[config.mk]
export PLATFORM = sky130hd
export DESIGN_NAME = uart_rx_chan
export DESIGN_NICKNAME = d
export VERILOG_FILES = /design/src/rtl/uart_rx_pkg.sv /design/src/rtl/rx_cmd_ctrl.sv /design/src/rtl/rx_shifter.sv /design/src/rtl/rx_hold_fifo.sv /design/src/rtl/uart_rx_chan.sv
export SDC_FILE = /design/constraint.sdc
export NUM_CORES = 1
export LEC_CHECK = 0
export CORE_UTILIZATION = 50
export CTS_BUF_LIST = sky130_fd_sc_hd__clkbuf_4 sky130_fd_sc_hd__clkbuf_8 sky130_fd_sc_hd__clkbuf_16
export DETAILED_ROUTE_END_ITERATION = 8
export GPL_ROUTABILITY_DRIVEN = 0
export PLACE_DENSITY = 0.7
export SLEW_MARGIN = 10
export SYNTH_ARGS = -nofsm -noshare
export SYNTH_HDL_FRONTEND = slang
export SYNTH_HIERARCHICAL = 1
export SYNTH_SLANG_ARGS = --single-unit
[constraint.sdc]
create_clock -name clk -period 4.3 [get_ports clk]
set_input_delay 1.075 -clock clk [delete_from_list [all_inputs] [get_ports clk]]
set_output_delay 1.075 -clock clk [all_outputs]
set_load 0.03 [all_outputs]
[src/rtl/uart_rx_pkg.sv]
package uart_rx_pkg;
  typedef enum logic [1:0] {
    CMD_NOP = 2'b00,
    CMD_EN  = 2'b01,
    CMD_DIS = 2'b10,
    CMD_RSV = 2'b11
  } rx_cmd_t;

  typedef enum logic [1:0] {
    S_IDLE  = 2'b00,
    S_START = 2'b01,
    S_DATA  = 2'b10,
    S_STOP  = 2'b11
  } rx_state_t;
endpackage

[src/rtl/rx_cmd_ctrl.sv]
module rx_cmd_ctrl
  import uart_rx_pkg::*;
(
  input  logic       clk,
  input  logic       rst,
  input  logic       cmd_valid,
  input  logic [1:0] cmd,
  input  logic       loopback_mode,
  input  logic       multidrop_mode,
  output logic       run,
  output logic       restart
);
  logic en_q;

  always_ff @(posedge clk) begin
    if (rst) begin
      en_q    <= 1'b0;
      restart <= 1'b0;
    end else begin
      restart <= 1'b0;
      if (cmd_valid) begin
        case (rx_cmd_t'(cmd))
          CMD_EN: if (!en_q) begin
            en_q    <= 1'b1;
            restart <= 1'b1;
          end
          CMD_DIS: en_q <= 1'b0;
          default: ;
        endcase
      end
    end
  end

  assign run = en_q | loopback_mode | multidrop_mode;

  // a disable command switches the receiver off on the next clock
  assert_disable_takes_R9: assert property (@(posedge clk) disable iff (rst)
    (cmd_valid && cmd == CMD_DIS) |=> !en_q);
  // an enable command given while already on does not restart the search
  assert_no_redundant_restart_R11: assert property (@(posedge clk) disable iff (rst)
    (cmd_valid && cmd == CMD_EN && en_q) |=> !restart);
endmodule

[src/rtl/rx_shifter.sv]
module rx_shifter
  import uart_rx_pkg::*;
#(
  parameter int DATA_W = 8,
  parameter int OSR    = 16
) (
  input  logic              clk,
  input  logic              rst,
  input  logic              run,
  input  logic              restart,
  input  logic              tick16,
  input  logic              rxd,
  output logic              done,
  output logic [DATA_W-1:0] char_out
);
  localparam int CNT_W = $clog2(OSR);
  localparam int BIT_W = $clog2(DATA_W);
  localparam logic [CNT_W-1:0] MID  = CNT_W'(OSR / 2 - 1);
  localparam logic [CNT_W-1:0] LAST = CNT_W'(OSR - 1);
  localparam logic [BIT_W-1:0] TOPB = BIT_W'(DATA_W - 1);

  rx_state_t         state;
  logic [CNT_W-1:0]  cnt;
  logic [BIT_W-1:0]  bitn;
  logic [DATA_W-1:0] sr;

  always_ff @(posedge clk) begin
    if (rst) begin
      state <= S_IDLE;
      cnt   <= '0;
      bitn  <= '0;
      sr    <= '0;
      done  <= 1'b0;
    end else begin
      done <= 1'b0;
      if (!run || restart) begin
        state <= S_IDLE;
        cnt   <= '0;
      end else if (tick16) begin
        case (state)
          S_IDLE: if (!rxd) begin
            state <= S_START;
            cnt   <= '0;
          end
          S_START: begin
            cnt <= cnt + 1'b1;
            if (cnt == MID) begin
              cnt   <= '0;
              bitn  <= '0;
              state <= rxd ? S_IDLE : S_DATA;
            end
          end
          S_DATA: begin
            cnt <= cnt + 1'b1;
            if (cnt == LAST) begin
              sr <= {rxd, sr[DATA_W-1:1]};
              bitn <= bitn + 1'b1;
              if (bitn == TOPB) state <= S_STOP;
            end
          end
          S_STOP: begin
            cnt <= cnt + 1'b1;
            if (cnt == LAST) begin
              done  <= rxd;
              state <= S_IDLE;
            end
          end
          default: state <= S_IDLE;
        endcase
      end
    end
  end

  assign char_out = sr;

  // the shifter is idle whenever the receiver is not running
  assert_idle_when_off_R9: assert property (@(posedge clk) disable iff (rst)
    !run |=> state == S_IDLE);
  // a character is only reported from the stop-bit phase
  assert_done_from_stop_R12: assert property (@(posedge clk) disable iff (rst)
    $rose(done) |-> $past(state) == S_STOP);
endmodule

[src/rtl/rx_hold_fifo.sv]
module rx_hold_fifo #(
  parameter int DATA_W = 8,
  parameter int DEPTH  = 3
) (
  input  logic              clk,
  input  logic              rst,
  input  logic              push,
  input  logic [DATA_W-1:0] push_data,
  input  logic              pop,
  input  logic              clr_err,
  output logic [DATA_W-1:0] rd_data,
  output logic              rx_ready,
  output logic              overrun
);
  localparam int PTR_W = (DEPTH > 1) ? $clog2(DEPTH) : 1;
  localparam int CNT_W = $clog2(DEPTH + 1);
  localparam logic [PTR_W-1:0] PTR_LAST = PTR_W'(DEPTH - 1);
  localparam logic [CNT_W-1:0] CNT_FULL = CNT_W'(DEPTH);

  logic [DATA_W-1:0] mem [DEPTH];
  logic [PTR_W-1:0]  wp, rp;
  logic [CNT_W-1:0]  count;
  logic              full, empty, do_pop, do_push;
  logic [CNT_W-1:0]  count_nxt;

  assign full    = (count == CNT_FULL);
  assign empty   = (count == '0);
  assign do_pop  = pop && !empty;
  assign do_push = push && (!full || do_pop);

  always_comb begin
    count_nxt = count;
    if (do_push && !do_pop) count_nxt = count + 1'b1;
    if (!do_push && do_pop) count_nxt = count - 1'b1;
  end

  always_ff @(posedge clk) begin
    if (do_push) mem[wp] <= push_data;
  end

  always_ff @(posedge clk) begin
    if (rst) begin
      wp       <= '0;
      rp       <= '0;
      count    <= '0;
      rd_data  <= '0;
      rx_ready <= 1'b0;
      overrun  <= 1'b0;
    end else begin
      count    <= count_nxt;
      rx_ready <= (count_nxt != '0);
      if (do_push) wp <= (wp == PTR_LAST) ? '0 : wp + 1'b1;
      if (do_pop) begin
        rd_data <= mem[rp];
        rp      <= (rp == PTR_LAST) ? '0 : rp + 1'b1;
      end
      if (clr_err) overrun <= 1'b0;
      else if (push && !do_push) overrun <= 1'b1;
    end
  end

  // the FIFO never holds more than its depth
  assert_no_overflow_R4: assert property (@(posedge clk) disable iff (rst)
    count <= CNT_FULL);
  // the ready flag follows the fill level
  assert_ready_level_R5: assert property (@(posedge clk) disable iff (rst)
    rx_ready == (count != '0));
  // a push into a full FIFO with no read raises overrun
  assert_overrun_set_R6: assert property (@(posedge clk) disable iff (rst)
    (push && full && !pop && !clr_err) |=> overrun);
  // overrun holds until the clear strobe
  assert_overrun_sticky_R7: assert property (@(posedge clk) disable iff (rst)
    (overrun && !clr_err) |=> overrun);
  // a read from an empty FIFO leaves the data output unchanged
  assert_empty_read_R13: assert property (@(posedge clk) disable iff (rst)
    (pop && empty) |=> $stable(rd_data));
endmodule

[src/rtl/uart_rx_chan.sv]
module uart_rx_chan #(
  parameter int DATA_W = 8,
  parameter int OSR    = 16,
  parameter int DEPTH  = 3
) (
  input  logic              clk,
  input  logic              rst,
  input  logic              tick16,
  input  logic              rxd,
  input  logic              cmd_valid,
  input  logic [1:0]        cmd,
  input  logic              loopback_mode,
  input  logic              multidrop_mode,
  input  logic              rd_en,
  input  logic              clr_err,
  output logic [DATA_W-1:0] rd_data,
  output logic              rx_ready,
  output logic              overrun
);
  logic              run, restart, done;
  logic [DATA_W-1:0] char_out;

  rx_cmd_ctrl u_ctrl (
    .clk(clk), .rst(rst), .cmd_valid(cmd_valid), .cmd(cmd),
    .loopback_mode(loopback_mode), .multidrop_mode(multidrop_mode),
    .run(run), .restart(restart)
  );

  rx_shifter #(.DATA_W(DATA_W), .OSR(OSR)) u_shift (
    .clk(clk), .rst(rst), .run(run), .restart(restart), .tick16(tick16),
    .rxd(rxd), .done(done), .char_out(char_out)
  );

  rx_hold_fifo #(.DATA_W(DATA_W), .DEPTH(DEPTH)) u_fifo (
    .clk(clk), .rst(rst), .push(done), .push_data(char_out), .pop(rd_en),
    .clr_err(clr_err), .rd_data(rd_data), .rx_ready(rx_ready), .overrun(overrun)
  );
endmodule

# Word-level counts from Yosys, hierarchy flattened
# Memory sizes are Yosys's and may differ from the RTL's. A register that Yosys moved wholly into a read port is not among the register bits.
# Index checks and enable logic that the tools add are counted.
# word_totals
ff_bits,28
latch_bits,0
ram_bits,24
rom_bits,0
output_inout_bits,10
memories,1
# mem_list
memory,words,width,rd,rd_clocked_by_memory_dff,wr,line,text
u_fifo.mem,3,8,1,1,1,rx_hold_fifo.sv:20,logic [DATA_W-1:0] mem [DEPTH];
# op_classes
addsub,6
multipliers,0
n_div,0
magnitude_cmp,0
n_eq_ne,16
n_shift,0
mux,21
bitwise,8
reduce_logical,27
# op_table
operator,count
2-bit 2-to-1 mux,10
2-bit == test (second input constant),6
4-bit one-hot mux with 3 select lines,1
4-bit 2-to-1 mux,2
2-bit by 1-bit != test with 1-bit output (second input constant),4
2-bit one-hot mux with 4 select lines,1
2-bit by 1-bit adder with 2-bit output (second input constant),3
3-bit 2-to-1 mux,2
1-bit inverter,6
3-bit one-hot mux with 2 select lines,1
6-bit AND reduction,1
2-bit nonzero test,3
2-bit OR reduction,3
1-bit logical AND,5
1-bit logical NOT,5
5-bit AND reduction,1
5-bit OR reduction,1
4-bit by 1-bit adder with 4-bit output (second input constant),1
2-bit by 1-bit == test with 1-bit output (second input constant),2
4-bit by 3-bit == test with 1-bit output (second input constant),1
4-bit == test (second input constant),1
2-bit logical NOT,2
2-bit AND reduction,2
4-bit AND reduction,1
other kinds (9),13

# Longest topological paths before layout
# depth
depth_word,9
depth_mapped,7
depth_no_buf,6

# Cells and area by module
# Netlist, hierarchy kept.
# modules_own_cells
mod,instances,cells_per_inst,area_each_um2,seq_area_each_um2
rx_hold_fifo,1,122,1522.7,1041.0
rx_shifter,1,95,919.6,360.3
rx_cmd_ctrl,1,12,122.6,40.0

# Least setup slack after synthesis
# No wires, ideal clock.
# synth_path
path_kind,input-to-reg
startpoint,input port rd_en
endpoint,"memory u_fifo.mem[1][0], enable pin"
setup_ns,0.388
arrival_ns,2.018
slack_ns,1.894
cell_stages,3
path_buffers,0
cell_sequence,and2b_1 > o21ai_2 > nor3b_1
# synth_via
elab_chain_len,5
# synth_rtl
item,line,text
from (decl),uart_rx_chan.sv:14,"input logic rd_en,"
1-bit logical AND,rx_hold_fifo.sv:28,assign do_pop = pop && !empty;
1-bit logical OR,rx_hold_fifo.sv:29,assign do_push = push && (!full || do_pop);
1-bit logical AND,rx_hold_fifo.sv:29,
1-bit 2-to-1 mux,rx_hold_fifo.sv:38,if (do_push) mem[wp] <= push_data;
1-bit 2-to-1 mux (not written as such),rx_hold_fifo.sv:38,
to (decl),rx_hold_fifo.sv:20,
# No other way between the ends.

# Worst setup path after layout
# layout_path
startpoint,input port rd_en
endpoint,"memory u_fifo.mem[0][0], enable pin"
# Same word-level chain as after synthesis.

==> flow_metrics.env <==
export IMPL_hold_buffers=0
export IMPL_io_pins=21
export IMPL_antenna_cells=0
export IMPL_cp_max_fo=11
export IMPL_p_total_mw=1.32
export IMPL_critPathArrivalTime_ps=2640
export IMPL_clkTransAtPathRegs_ps=70
export IMPL_post_route_util_pct=64.2
export IMPL_cp_end_kind="flop"
export IMPL_area_growth_syn_to_layout_pct=20.6
export IMPL_fp_dieH_um=73.6
export IMPL_drive_gt1_share_pct=11.5
export IMPL_grtUsageTotal_pct=18.4
export IMPL_synth_edf_count=24
export IMPL_synthAdderAreaFrac_pct=5.85
export IMPL_dp_slack_ps=1340
export IMPL_synth_xor_area_share_pct=0.341
export IMPL_synth_compound_area_share_pct=11.3
export IMPL_avgViaCountPerCell=5.27
export IMPL_maxCapViolCount=0
export IMPL_synthTopCellsByCount="dfxtp_1 (36), edfxtp_1 (24), nand2_1 (22)"
export IMPL_period_needed_ps=2630
export IMPL_yosysTopAreaCell="dfxtp_1"
export IMPL_power_leakage_nw=1.12
export IMPL_timing_hold_ws_ps=452
export IMPL_synth_warning_count=6
export IMPL_insertion_delay_ps=330
export IMPL_antenna_left=0
export IMPL_async_flop_share_pct=0
export IMPL_critPathLaunchType="input pin"
export IMPL_synth_area_per_cell_um2=11.2
export IMPL_drt_wl_total_mm=4.16
export IMPL_ir_worst_vdd_v=0.000216
export IMPL_muxShareOfSynthArea_pct=6.68
export IMPL_cts_setup_buffers=0
export IMPL_syn_inst=229
export IMPL_grt_pass1_vias=1664
export IMPL_finalWorstSetupSlack_ps=1670
export IMPL_post_cts_resized=0
export IMPL_status="finished, final reports clean"
export IMPL_hold_path_class="reg -> reg"
export IMPL_setup_viol=0
export IMPL_antenna_found_initial=0
export IMPL_fin_nets=278
export IMPL_grt_first_pass_wirelength_mm=7.26
export IMPL_finalInstanceArea_mm2=0.00309
export IMPL_synthMostInstantiatedCell="dfxtp_1"
export IMPL_cts_root_buf="clkbuf_8"
export IMPL_drt_pass1_iter_count=5
export IMPL_yosys_top_cells_area="dfxtp_1 (28%), edfxtp_1 (28%), mux2i_1 (6.2%)"
export IMPL_synth_top_family_by_area="simple AND/OR/NAND/NOR gates"
export IMPL_grt_max_degree=31
export IMPL_hold_violations=0
export IMPL_skew_ps=7.11
export IMPL_wl_per_cell_um=12.7
export IMPL_ys_seq_area_share_pct=56.2
export IMPL_htreeDepth=3
export IMPL_power_density_mw_per_mm2=427
export IMPL_clkSinkCount=60
export IMPL_critPathKind="in -> reg"
export IMPL_clockBufferDepth=2
export IMPL_cts_buffers=9
export IMPL_dieArea_mm2=0.00542
export IMPL_rsz0062_at_grt="false"
export IMPL_fp_row_count=25
export IMPL_drt_iter0_markers=103
export IMPL_ys_seq_elements=60
export IMPL_portBuffers=20
export IMPL_vias=1724
export IMPL_period_share_pct=61.0
export IMPL_synth_top_cell_area_share_pct=28.1
export IMPL_ys_flop_type="dfxtp_1"
export IMPL_fin_tns_setup_ps=0
export IMPL_core_area_mm2=0.00482
export IMPL_hpwlAfterDp_mm=2.80
export IMPL_cts_tree="done"
export IMPL_yosys_area_share_simple_pct=16.7
export IMPL_initial_core_util_pct=53.2
export IMPL_netlist_area_mm2=0.00256
export IMPL_fin_cells=327
export IMPL_place_area_mm2=0.00284
export IMPL_synth_cell_types=44
export IMPL_timing_fmax_mhz=381
export IMPL_grt_overflow_total=0
export IMPL_syn_nets=252
export IMPL_die_x_um=73.6
export IMPL_maxSlewViolCount=0
export IMPL_required_ps=4310
export IMPL_relSlewSlack_pct=62.7
export IMPL_numPlacedInstances=311
export IMPL_drcViolationCount=0
export IMPL_worst_pin_slew_ps=560
-- critical path, stage by stage --
cell and delay (ps):
clkdlybuf4s50_1 470, and2b_1 370, o21ai_2 140, or3_1 340
inv_1 230
-- placed cells by master (no fill, tap or decap), types with 3 or more instances in the layout --
cell             Yosys  final
bufinv_16            0      3
clkbuf_8             0     11
nor3_1               6      6
dfxtp_1             36     36
nand2_1             22     22
clkdlybuf4s50_1      0     20
ha_1                12     12
a31oi_1              5      5
inv_1               10     10
nand2b_1             3      3
a21oi_1             13     13
nand3b_1             3      3
nor2_1              20     20
o21ai_0              5      5
edfxtp_1            24     24
mux2i_1             16     16
nand3_1              7      7
a22oi_1              6      6
buf_4                0      3
nand4b_1             3      3
-- where the power goes --
part	internal [mW]	switching [mW]	leakage, nW	total (mW)
sequential	0.595	0.00962	0.570	0.605
combinational	0.0351	0.0439	0.420	0.0790
clock	0.419	0.220	0.130	0.639
total	1.05	0.274	1.12	1.32
-- sequential cells by signal (all words and copies together), names as in the netlist, 2 cells and up, named ones only --
register,cells
u_fifo/rp,2
u_fifo/rd_data,8
u_fifo/mem,24
u_shift/cnt,4
u_shift/char_out,8
u_shift/bitn,3
u_fifo/wp,2
u_fifo/count,2
-- final cells by class --
| class | instances | area, um2 |
|---|---|---|
| clock buffer | 11 | 151 |
| clock inverter | 5 | 108 |
| fill | 424 | 1720 |
| inverter | 10 | 37.5 |
| multi-input combinational | 151 | 1050 |
| sequential | 60 | 1440 |
| tap | 67 | 83.8 |
| timing repair buffer | 23 | 223 |
-- cells by family (layout without fill, tap and decap cells) --
group | count (synthesis) | count (layout)
XOR/XNOR | 1 | 1
flip-flops | 60 | 60
AND/OR/NAND/NOR | 81 | 81
buffers and inverters | 18 | 49
adder cells (fa/ha/maj) | 12 | 12
AO/OA/AOI/OAI | 40 | 40
multiplexers | 17 | 17
-- final timing paths --
kind | slack, ps | endpoint | cells past startpoint | from
worst max-delay path | 1670 | u_fifo/mem[0][0] | 5 | rd_en
worst min-delay path | 450 | u_fifo/rd_data[2] | 2 | u_fifo/rd_data[2]
worst max register to register | 2210 | u_fifo/mem[0][0] | 6 | u_fifo/count[0]
worst min register to register | 450 | u_fifo/rd_data[2] | 2 | u_fifo/rd_data[2]
-- layer usage --
metal / global-route usage, % / part of all wire [%] / up-vias / wire (um)
met1: 22.5 / 47 / 804 / 1960
met2: 28.3 / 48 / 38 / 1990
li1: - / - / 877 / -
met3: 6.58 / 4.0 / 5 / 165
met4: 9.62 / 1.1 / 0 / 44
met5: 0 / 0 / - / 0
Power figures use the tool's default switching activity.
